File: config.mk
export PLATFORM = sky130hd
export DESIGN_NAME = uc_irq_ctrl
export DESIGN_NICKNAME = d
export VERILOG_FILES = /design/src/rtl/uc_irq_pkg.sv /design/src/rtl/uc_irq_sync.sv /design/src/rtl/uc_irq_src.sv /design/src/rtl/uc_irq_seq.sv /design/src/rtl/uc_irq_ctrl.sv
export SDC_FILE = /design/constraint.sdc
export NUM_CORES = 1
export LEC_CHECK = 0
export BUFFER_PORTS_ARGS = -buffer_cell sky130_fd_sc_hd__buf_4
export CORE_MARGIN = 3
export CORE_UTILIZATION = 45
export CTS_CLUSTER_SIZE = 25
export DETAILED_ROUTE_END_ITERATION = 10
export PLACE_DENSITY = 0.7
export SLEW_MARGIN = 20
export SYNTH_ARGS = -nofsm -noshare
export SYNTH_HDL_FRONTEND = slang
export SYNTH_SLANG_ARGS = --single-unit
File: constraint.sdc
create_clock -name clk -period 1.4 [get_ports clk]
set_input_delay 0.07 -clock clk [delete_from_list [all_inputs] [get_ports clk]]
set_output_delay 0.07 -clock clk [all_outputs]
set_load 0.03 [all_outputs]
File: src/rtl/uc_irq_pkg.sv
package uc_irq_pkg;
  localparam int NSRC    = 3;
  localparam int SRC_EXT = 0;
  localparam int SRC_TMR = 1;
  localparam int SRC_CHG = 2;

  typedef enum logic [1:0] {
    PH_Q1 = 2'd0,
    PH_Q2 = 2'd1,
    PH_Q3 = 2'd2,
    PH_Q4 = 2'd3
  } qphase_e;

  typedef enum logic [1:0] {
    SEQ_IDLE   = 2'd0,
    SEQ_FINISH = 2'd1,
    SEQ_DUMMY  = 2'd2,
    SEQ_FETCH  = 2'd3
  } seq_e;

  // Control word layout, MSB first
  typedef struct packed {
    logic edge_rise;
    logic gie;
    logic chg_en;
    logic tmr_en;
    logic ext_en;
  } ctl_t;

  localparam int CTL_W = $bits(ctl_t);
endpackage

File: src/rtl/uc_irq_sync.sv
module uc_irq_sync #(
  parameter int W      = 1,
  parameter int STAGES = 2
) (
  input  logic         clk,
  input  logic         rst_n,
  input  logic [W-1:0] d,
  output logic [W-1:0] q
);
  logic [W-1:0] stg_q [STAGES];
  logic [W-1:0] stg_d [STAGES];

  always_comb begin
    stg_d[0] = d;
    for (int i = 1; i < STAGES; i++) stg_d[i] = stg_q[i-1];
  end

  always_ff @(posedge clk or negedge rst_n) begin
    if (!rst_n) begin
      for (int i = 0; i < STAGES; i++) stg_q[i] <= '0;
    end else begin
      for (int i = 0; i < STAGES; i++) stg_q[i] <= stg_d[i];
    end
  end

  assign q = stg_q[STAGES-1];
endmodule

File: src/rtl/uc_irq_src.sv
module uc_irq_src
  import uc_irq_pkg::*;
#(
  parameter int NPIN = 6
) (
  input  logic            clk,
  input  logic            rst_n,
  input  qphase_e         ph,
  input  logic            ext_s,
  input  logic [NPIN-1:0] pins_s,
  input  logic            tmr_ovf,
  input  logic            port_rd,
  input  logic            edge_rise,
  input  logic [NPIN-1:0] chg_mask,
  input  logic [NSRC-1:0] flag_clr,
  output logic [NSRC-1:0] flags
);
  logic            ext_prev_q, ext_prev_d;
  logic            ext_pend_q, ext_pend_d;
  logic [NPIN-1:0] port_last_q, port_last_d;
  logic [NSRC-1:0] flag_q, flag_d;

  logic            ext_edge, ext_hit, phase_open, ext_set;
  logic            chg_diff, rd_window, chg_set;
  logic [NSRC-1:0] set_vec;

  always_comb begin
    ext_edge   = edge_rise ? (ext_s & ~ext_prev_q) : (~ext_s & ext_prev_q);
    phase_open = (ph == PH_Q4) || (ph == PH_Q1);
    ext_hit    = ext_edge | ext_pend_q;
    ext_set    = ext_hit & phase_open;
    ext_pend_d = ext_hit & ~phase_open;
    ext_prev_d = ext_s;

    chg_diff    = |((pins_s ^ port_last_q) & chg_mask);
    rd_window   = port_rd & (ph == PH_Q2);
    chg_set     = chg_diff & ~rd_window;
    port_last_d = port_rd ? pins_s : port_last_q;

    set_vec          = '0;
    set_vec[SRC_EXT] = ext_set;
    set_vec[SRC_TMR] = tmr_ovf;
    set_vec[SRC_CHG] = chg_set;
    flag_d           = (flag_q & ~flag_clr) | set_vec;
  end

  always_ff @(posedge clk or negedge rst_n) begin
    if (!rst_n) begin
      ext_prev_q  <= 1'b0;
      ext_pend_q  <= 1'b0;
      port_last_q <= '0;
      flag_q      <= '0;
    end else begin
      ext_prev_q  <= ext_prev_d;
      ext_pend_q  <= ext_pend_d;
      port_last_q <= port_last_d;
      flag_q      <= flag_d;
    end
  end

  assign flags = flag_q;
endmodule

File: src/rtl/uc_irq_seq.sv
module uc_irq_seq
  import uc_irq_pkg::*;
(
  input  logic    clk,
  input  logic    rst_n,
  input  qphase_e ph,
  input  logic    irq_pend,
  input  logic    sleep,
  input  logic    reti,
  input  logic    gie_wr,
  input  logic    gie_wdata,
  output logic    gie,
  output logic    vec_req
);
  seq_e state_q, state_d;
  logic gie_q, gie_d;
  logic at_q1, take;

  always_comb begin
    at_q1   = (ph == PH_Q1);
    take    = (state_q == SEQ_IDLE) & at_q1 & gie_q & irq_pend & ~sleep;
    state_d = state_q;
    unique case (state_q)
      SEQ_IDLE:   if (take)  state_d = SEQ_FINISH;
      SEQ_FINISH: if (at_q1) state_d = SEQ_DUMMY;
      SEQ_DUMMY:  if (at_q1) state_d = SEQ_FETCH;
      SEQ_FETCH:  if (at_q1) state_d = SEQ_IDLE;
      default:    state_d = SEQ_IDLE;
    endcase

    gie_d = gie_q;
    if (gie_wr) gie_d = gie_wdata;
    if (reti)   gie_d = 1'b1;
    if (take)   gie_d = 1'b0;
  end

  always_ff @(posedge clk or negedge rst_n) begin
    if (!rst_n) begin
      state_q <= SEQ_IDLE;
      gie_q   <= 1'b0;
    end else begin
      state_q <= state_d;
      gie_q   <= gie_d;
    end
  end

  assign gie     = gie_q;
  assign vec_req = (state_q == SEQ_FETCH);
endmodule

File: src/rtl/uc_irq_ctrl.sv
module uc_irq_ctrl
  import uc_irq_pkg::*;
#(
  parameter int          NPIN     = 6,
  parameter int          AW       = 13,
  parameter logic [12:0] VEC_ADDR = 13'h0004,
  parameter int          SYNC_STG = 2
) (
  input  logic                clk,
  input  logic                rst_n,
  input  logic [1:0]          qph_i,
  input  logic                ext_pin_i,
  input  logic                tmr_ovf_i,
  input  logic [NPIN-1:0]     port_pins_i,
  input  logic                port_rd_i,
  input  logic                ctl_wr_i,
  input  logic [CTL_W-1:0]    ctl_wdata_i,
  input  logic                mask_wr_i,
  input  logic [NPIN-1:0]     mask_wdata_i,
  input  logic [NSRC-1:0]     flag_clr_i,
  input  logic                reti_i,
  input  logic                sleep_i,
  output logic [NSRC-1:0]     flag_o,
  output logic                gie_o,
  output logic                wake_o,
  output logic                vec_req_o,
  output logic [AW-1:0]       vec_addr_o
);
  localparam int SW = NPIN + 1;

  qphase_e         ph;
  ctl_t            cw;
  logic [SW-1:0]   sync_in, sync_out;
  logic            ext_s;
  logic [NPIN-1:0] pins_s;

  logic [NSRC-1:0] en_q, en_d, snap_q, snap_d;
  logic            edge_q, edge_d;
  logic [NPIN-1:0] mask_q, mask_d;
  logic [NSRC-1:0] flags;
  logic            irq_pend;

  assign ph      = qphase_e'(qph_i);
  assign cw      = ctl_t'(ctl_wdata_i);
  assign sync_in = {port_pins_i, ext_pin_i};
  assign ext_s   = sync_out[0];
  assign pins_s  = sync_out[SW-1:1];

  uc_irq_sync #(.W(SW), .STAGES(SYNC_STG)) u_sync (
    .clk (clk),
    .rst_n (rst_n),
    .d   (sync_in),
    .q   (sync_out)
  );

  always_comb begin
    en_d   = en_q;
    edge_d = edge_q;
    mask_d = mask_q;
    if (ctl_wr_i) begin
      en_d[SRC_EXT] = cw.ext_en;
      en_d[SRC_TMR] = cw.tmr_en;
      en_d[SRC_CHG] = cw.chg_en;
      edge_d        = cw.edge_rise;
    end
    if (mask_wr_i) mask_d = mask_wdata_i;
    snap_d = sleep_i ? snap_q : en_q;
  end

  always_ff @(posedge clk or negedge rst_n) begin
    if (!rst_n) begin
      en_q   <= '0;
      edge_q <= 1'b1;
      mask_q <= '0;
      snap_q <= '0;
    end else begin
      en_q   <= en_d;
      edge_q <= edge_d;
      mask_q <= mask_d;
      snap_q <= snap_d;
    end
  end

  uc_irq_src #(.NPIN(NPIN)) u_src (
    .clk       (clk),
    .rst_n     (rst_n),
    .ph        (ph),
    .ext_s     (ext_s),
    .pins_s    (pins_s),
    .tmr_ovf   (tmr_ovf_i),
    .port_rd   (port_rd_i),
    .edge_rise (edge_q),
    .chg_mask  (mask_q),
    .flag_clr  (flag_clr_i),
    .flags     (flags)
  );

  assign irq_pend = |(flags & en_q);

  uc_irq_seq u_seq (
    .clk       (clk),
    .rst_n     (rst_n),
    .ph        (ph),
    .irq_pend  (irq_pend),
    .sleep     (sleep_i),
    .reti      (reti_i),
    .gie_wr    (ctl_wr_i),
    .gie_wdata (cw.gie),
    .gie       (gie_o),
    .vec_req   (vec_req_o)
  );

  assign flag_o     = flags;
  assign wake_o     = sleep_i & (|(flags & snap_q));
  assign vec_addr_o = AW'(VEC_ADDR);
endmodule

==> Word level (Yosys, flattened, before mapping) <==
Index checks and enable logic that the tools add are counted.
{ "totals": {"regBits": 41, "out_inout_bits": 19, "word_cells": 62} }
{ "op_classes": {"n_eq_ne": 9, "mux": 9, "bitwise_logic": 24, "reduce_logical": 8} }
{ "ops": {"columns": ["op", "count"], "rows": [
  ["1-bit bitwise AND", 11],
  ["3-bit bitwise AND", 3],
  ["2-bit 2-to-1 mux", 4],
  ["2-bit by 1-bit inequality test with 1-bit output, second input constant", 4],
  ["2-bit case mux with 4 select lines", 1],
  ["6-bit bitwise AND", 1],
  ["2-bit equality test, second input constant", 3],
  ["3-bit OR reduction", 2],
  ["6-bit OR reduction", 1],
  ["6-bit bitwise XOR", 1],
  ["1-bit inverter", 5],
  ["2-bit by 1-bit equality test with 1-bit output, second input constant", 2],
  ["2-bit zero test", 2],
  ["1-bit 2-to-1 mux", 4],
  ["4-bit AND reduction", 1],
  ["3-bit inverter", 1],
  ["3-bit bitwise OR", 1],
  ["3-bit nonzero test", 1],
  ["1-bit logical OR", 1],
  ["1-bit bitwise OR", 1]
]} }

==> Logic depth before layout (Yosys ltp) <==
{ "depth": {"word_depth": 7, "mapped_depth": 6, "depth_no_buf": 6} }

==> By module <==
A second synthesis with hierarchy kept.
{ "unflattened": {"cells_unflattened": 121, "hier_area_um2": 1730.4} }
{ "modules_own_cells": {"columns": ["module", "n_inst", "cells_per_inst", "area_per_inst_um2"], "rows": [
  ["uc_irq_ctrl", 1, 46, 641.9],
  ["uc_irq_src", 1, 42, 509.2],
  ["uc_irq_sync", 1, 14, 350.3],
  ["uc_irq_seq", 1, 19, 229.0]
]} }

==> Worst setup path after synthesis <==
Ideal clock, no wire load.
{ "synth_path": {"path_kind": "register to register", "start": "register u_src.flag_q[0] (netlist: u_src.flags[0])", "end": "register u_seq.state_q[1]", "setup_time_ps": 125, "arrival_ps": 1425, "required_time_ps": 1275, "setup_slack_ps": -150, "path_stages_with_launch": 5, "period_less_slack_ps": 1550, "path_cell_list": "dfrtp_1 > a222oi_1 > o21ai_1 > o21ai_2 > mux2_4"} }
{ "synth_between": {"elab_chain_len": 6} }
{ "synth_lines": {"columns": ["element", "line", "rtl"], "rows": [
  ["start: declaration", "uc_irq_src.sv:21", "logic [NSRC-1:0] flag_q, flag_d;"],
  ["start signal: assignment", "uc_irq_src.sv:57", "flag_q <= flag_d;"],
  ["3-bit bitwise AND", "uc_irq_ctrl.sv:98", "assign irq_pend = |(flags & en_q);"],
  ["3-bit OR reduction", "uc_irq_ctrl.sv:98", null],
  ["1-bit bitwise AND (2 in series)", "uc_irq_seq.sv:21", "take = (state_q == SEQ_IDLE) & at_q1 & gie_q & irq_pend & ~sleep;"],
  ["2-bit by 1-bit inequality test with 1-bit output (no line)", null, null],
  ["4-bit AND reduction (no line)", null, null],
  ["end signal: assignment", "uc_irq_seq.sv:42", "state_q <= state_d;"],
  ["end: declaration", "uc_irq_seq.sv:15", "seq_e state_q, state_d;"]
]} }
No other way between the ends.
A chain may end at the register's enable or synchronous reset.

==> Worst setup path after layout <==
{ "layout_path": {"start": "register u_src.flag_q[0] (netlist: u_src.flags[0])", "end": "output wake_o"} }
{ "layout_between": {"elab_chain_len": 3} }
{ "layout_lines": {"columns": ["element", "line", "rtl"], "rows": [
  ["3-bit bitwise AND", "uc_irq_ctrl.sv:114", "assign wake_o = sleep_i & (|(flags & snap_q));"],
  ["3-bit OR reduction", "uc_irq_ctrl.sv:114", null],
  ["1-bit bitwise AND", "uc_irq_ctrl.sv:114", null],
  ["end: declaration", "uc_irq_ctrl.sv:25", "output logic wake_o,"]
]} }
No other way between the ends.

==> qor.yml <==
run_status:
  outcome: "finished, violations left"
  violations: "negative setup slack"
critical_path:
  path_max_fanout: 2
  cp-end-kind: "primary output"
  max_stage_delay_ns: 0.41
  crit_path_start_kind: "flip-flop"
  slowest_stage: "dfrtp_2"
  required_ns: 1.33
  worstPathArrival_ns: 1.44
  worstSetupPathType: "flip-flop to primary output"
  worstPathCellList: "buf_6, a222oi_1, nor2b_1, buf_4"
logic_synthesis:
  yosysMostFrequentCell: "dfrtp_1"
  yosysWarnings: 0
  netlist_top_cells_area: "dfrtp_1 59%, mux2_2 13%, buf_4 5.7%"
  yosysUniqueCellTypes: 26
  synth_flop_cell: "dfrtp_1"
  yosys.area.top_type: "dfrtp_1"
  synth_seq_cells: 41
  avgSynthCellArea_um2: 14.22
  synth_edf_count: 0
  synth_seq_area_share_pct: 60.19
  syn_inst: 120
  yosysTopAreaCellShare_pct: 58.65
  syn_area_um2: 1707
  synthArstFlopShare_pct: 100.0
  synth_common_cells: "40 x dfrtp_1, 20 x mux2_2, 13 x buf_4"
drt:
  remaining_drc_errors: 0
  first_iter_violations: 26
  viasPerCell: 4.652
  ant_nets: 0
  wl_per_cell_um: 12.83
  totalWireLength_mm: 2.950
  dr.pass1.iters: 4
  num_vias: 1070
sta:
  worst_slack_ns: -0.1142
  hold_ws_ns: 0.009940
  timing.fmax_mhz: 660.4
  maxSlewViolCount: 0
  worstMarginPinSlew_ns: 0.5084
  finalCritPeriodShare_pct: 108.2
  setup_violations: 3
  relSlewSlack_pct: 66.11
  clock_skew_ns: 0.005121
  grt_setup_unrepaired: "true"
  final_hold_viol_count: 0
  tns_ns: -0.2032
  post-route-min-period_ns: 1.514
placement:
  dp_cells: 207
  gp_congestion: 0.8840
  hpwl_mm: 2.125
  port_buffers: 36
  pre_cts_slack_ns: -0.08371
global_routing:
  grt_pass1_wl_mm: 5.009
  grt-ovfl-total: 0
  grt_usage_pct: 15.34
  grt_antenna_before_repair: 0
  grt_max_degree: 42
  grt_pass1_vias: 1142
power_and_ir_drop:
  p_per_area_nw_per_um2: 1407
  p_total_uw: 3244
  peakVddDrop_uv: 789.2
  leakagePower_uw: 0.001113
worst_hold_path:
  hp-class: "input pin to flip-flop"
floorplan:
  chipHeight_um: 67.59
  ios: 50
  rows: 21
  initial_core_util_pct: 48.84
  core-area_um2: 3495
  die_area_um2: 4568
  die_w_um: 67.59
clock_tree:
  clkLatencyLatePin_ns: 0.29
  clock-sinks: 41
  cts_buffers: 5
  cts_tree: "built"
  clk_path_buf_depth: 2
  cts_root_buf: "clkbuf_8"
  cts_max_level: 2
  clk_pin_slew_ns: 0.08
run:
  max-cap-violations: 0
layout:
  final_cells: 230
  area_growth_pct: 35.12
  layout-drive-gt1-share_pct: 44.02
  final-seq-area_um2: 1030
  nNetsFinal: 221
  multi_input_area_um2: 589.3
  diodes: 0
  fill_cells: 273
## final cells by class
class	count	area share, %
multi-input cells	68	25.56
repair buffers	60	21.11
flip-flops and latches	41	44.66
clock inverters	1	1.302
clock buffers	7	3.744
inverters	7	1.139
well taps	46	2.496
## worst max-delay path, delay by kind of cell (launching register included)
kind	cells	cell delay (ns)
flops	1	0.41
compound gates	1	0.33
buf+inv	2	0.30
simple gates	1	0.11
## flip-flops by register name, indices dropped and copies added (netlist names)
signal / flops
u_src.ext_pend_q: 1
snap_q: 3
u_seq.state_q: 2
u_seq.gie: 1
mask_q: 6
u_sync.q: 7
en_q: 3
u_sync.stg_d: 7
u_src.port_last_q: 6
u_src.ext_prev_q: 1
edge_q: 1
u_src.flags: 3
## per-layer routing
metal  vias to the layer above  part of all wire [%]  GRT usage, %
li1                        507                     -             -
met1                       522                    46         19.63
met2                        33                    46         23.09
met3                         8                   5.7         5.657
met4                         0                   2.2         7.089
met5                         -                     0             0
## power by group
part | internal [uW] | switching (uW) | total (uW)
combinational | 469 | 406 | 875
clock | 581 | 386 | 967
sequential | 1320 | 81.5 | 1400
total | 2370 | 873 | 3240
## final timing paths
check                                    to            start  slack (ns)  cells past startpoint
min                               mask_q[0]  mask_wdata_i[0]        0.01                      2
min in group asynchronous           en_q[0]            rst_n        0.29                      2
max reg2reg                u_seq.state_q[1]   u_src.flags[0]       -0.08                      4
max                                  wake_o   u_src.flags[0]       -0.11                      4
max in group asynchronous            edge_q            rst_n        0.75                      2
min reg2reg                     u_sync.q[1]  u_sync.stg_d[1]        0.35                      0
## what timing repair did
| action | in CTS | in global routing |
|---|---|---|
| pin swaps | 2 | 1 |
| cloned | 0 | 0 |
| hold buffers | 13 | 0 |
| resized for setup | 2 | 0 |
| endpoints found under the hold margin | 52 | 0 |
| buffers inserted | 2 | 0 |
| setup endpoints to repair | 3 | 3 |
## stage by stage
step	util [%]	cell area (um2)
after CTS	65.99	2306
after global routing	65.99	2306
final	65.99	2306
after floorplan	-	1750
after detailed placement	58.40	2041
after global placement	58.40	2041
## cells in the final DEF (no fill, tap or decap)
master,count
o21ai_2,1
mux2_4,1
nor3_1,1
dfstp_2,1
bufinv_16,1
buf_6,1
xor2_1,6
a22oi_1,3
nor3b_1,1
clkbuf_8,6
clkbuf_1,1
a21o_1,1
a32o_1,1
a222oi_1,2
nor3_2,1
inv_2,1
mux2_2,20
o22a_1,1
and3b_1,1
mux2i_1,1
dfrtp_2,2
o21ai_1,2
nor2_1,1
ha_1,7
dfrtp_1,38
buf_4,46
inv_1,6
conb_1,13
nor2b_1,2
dlygate4sd3_1,13
o22ai_1,1
nand4b_1,1
## cell families after synthesis
family	share of synthesized area, %
DFF	60.19
other	0.4400
muxes	14.66
adders and majority gates	5.132
buffers and inverters	7.698
and+or+nand+nor	3.299
xor gates and xnor gates	3.079
AOI/OAI and AO/OA	5.499
Note: power is estimated with default switching activity, not from simulation.
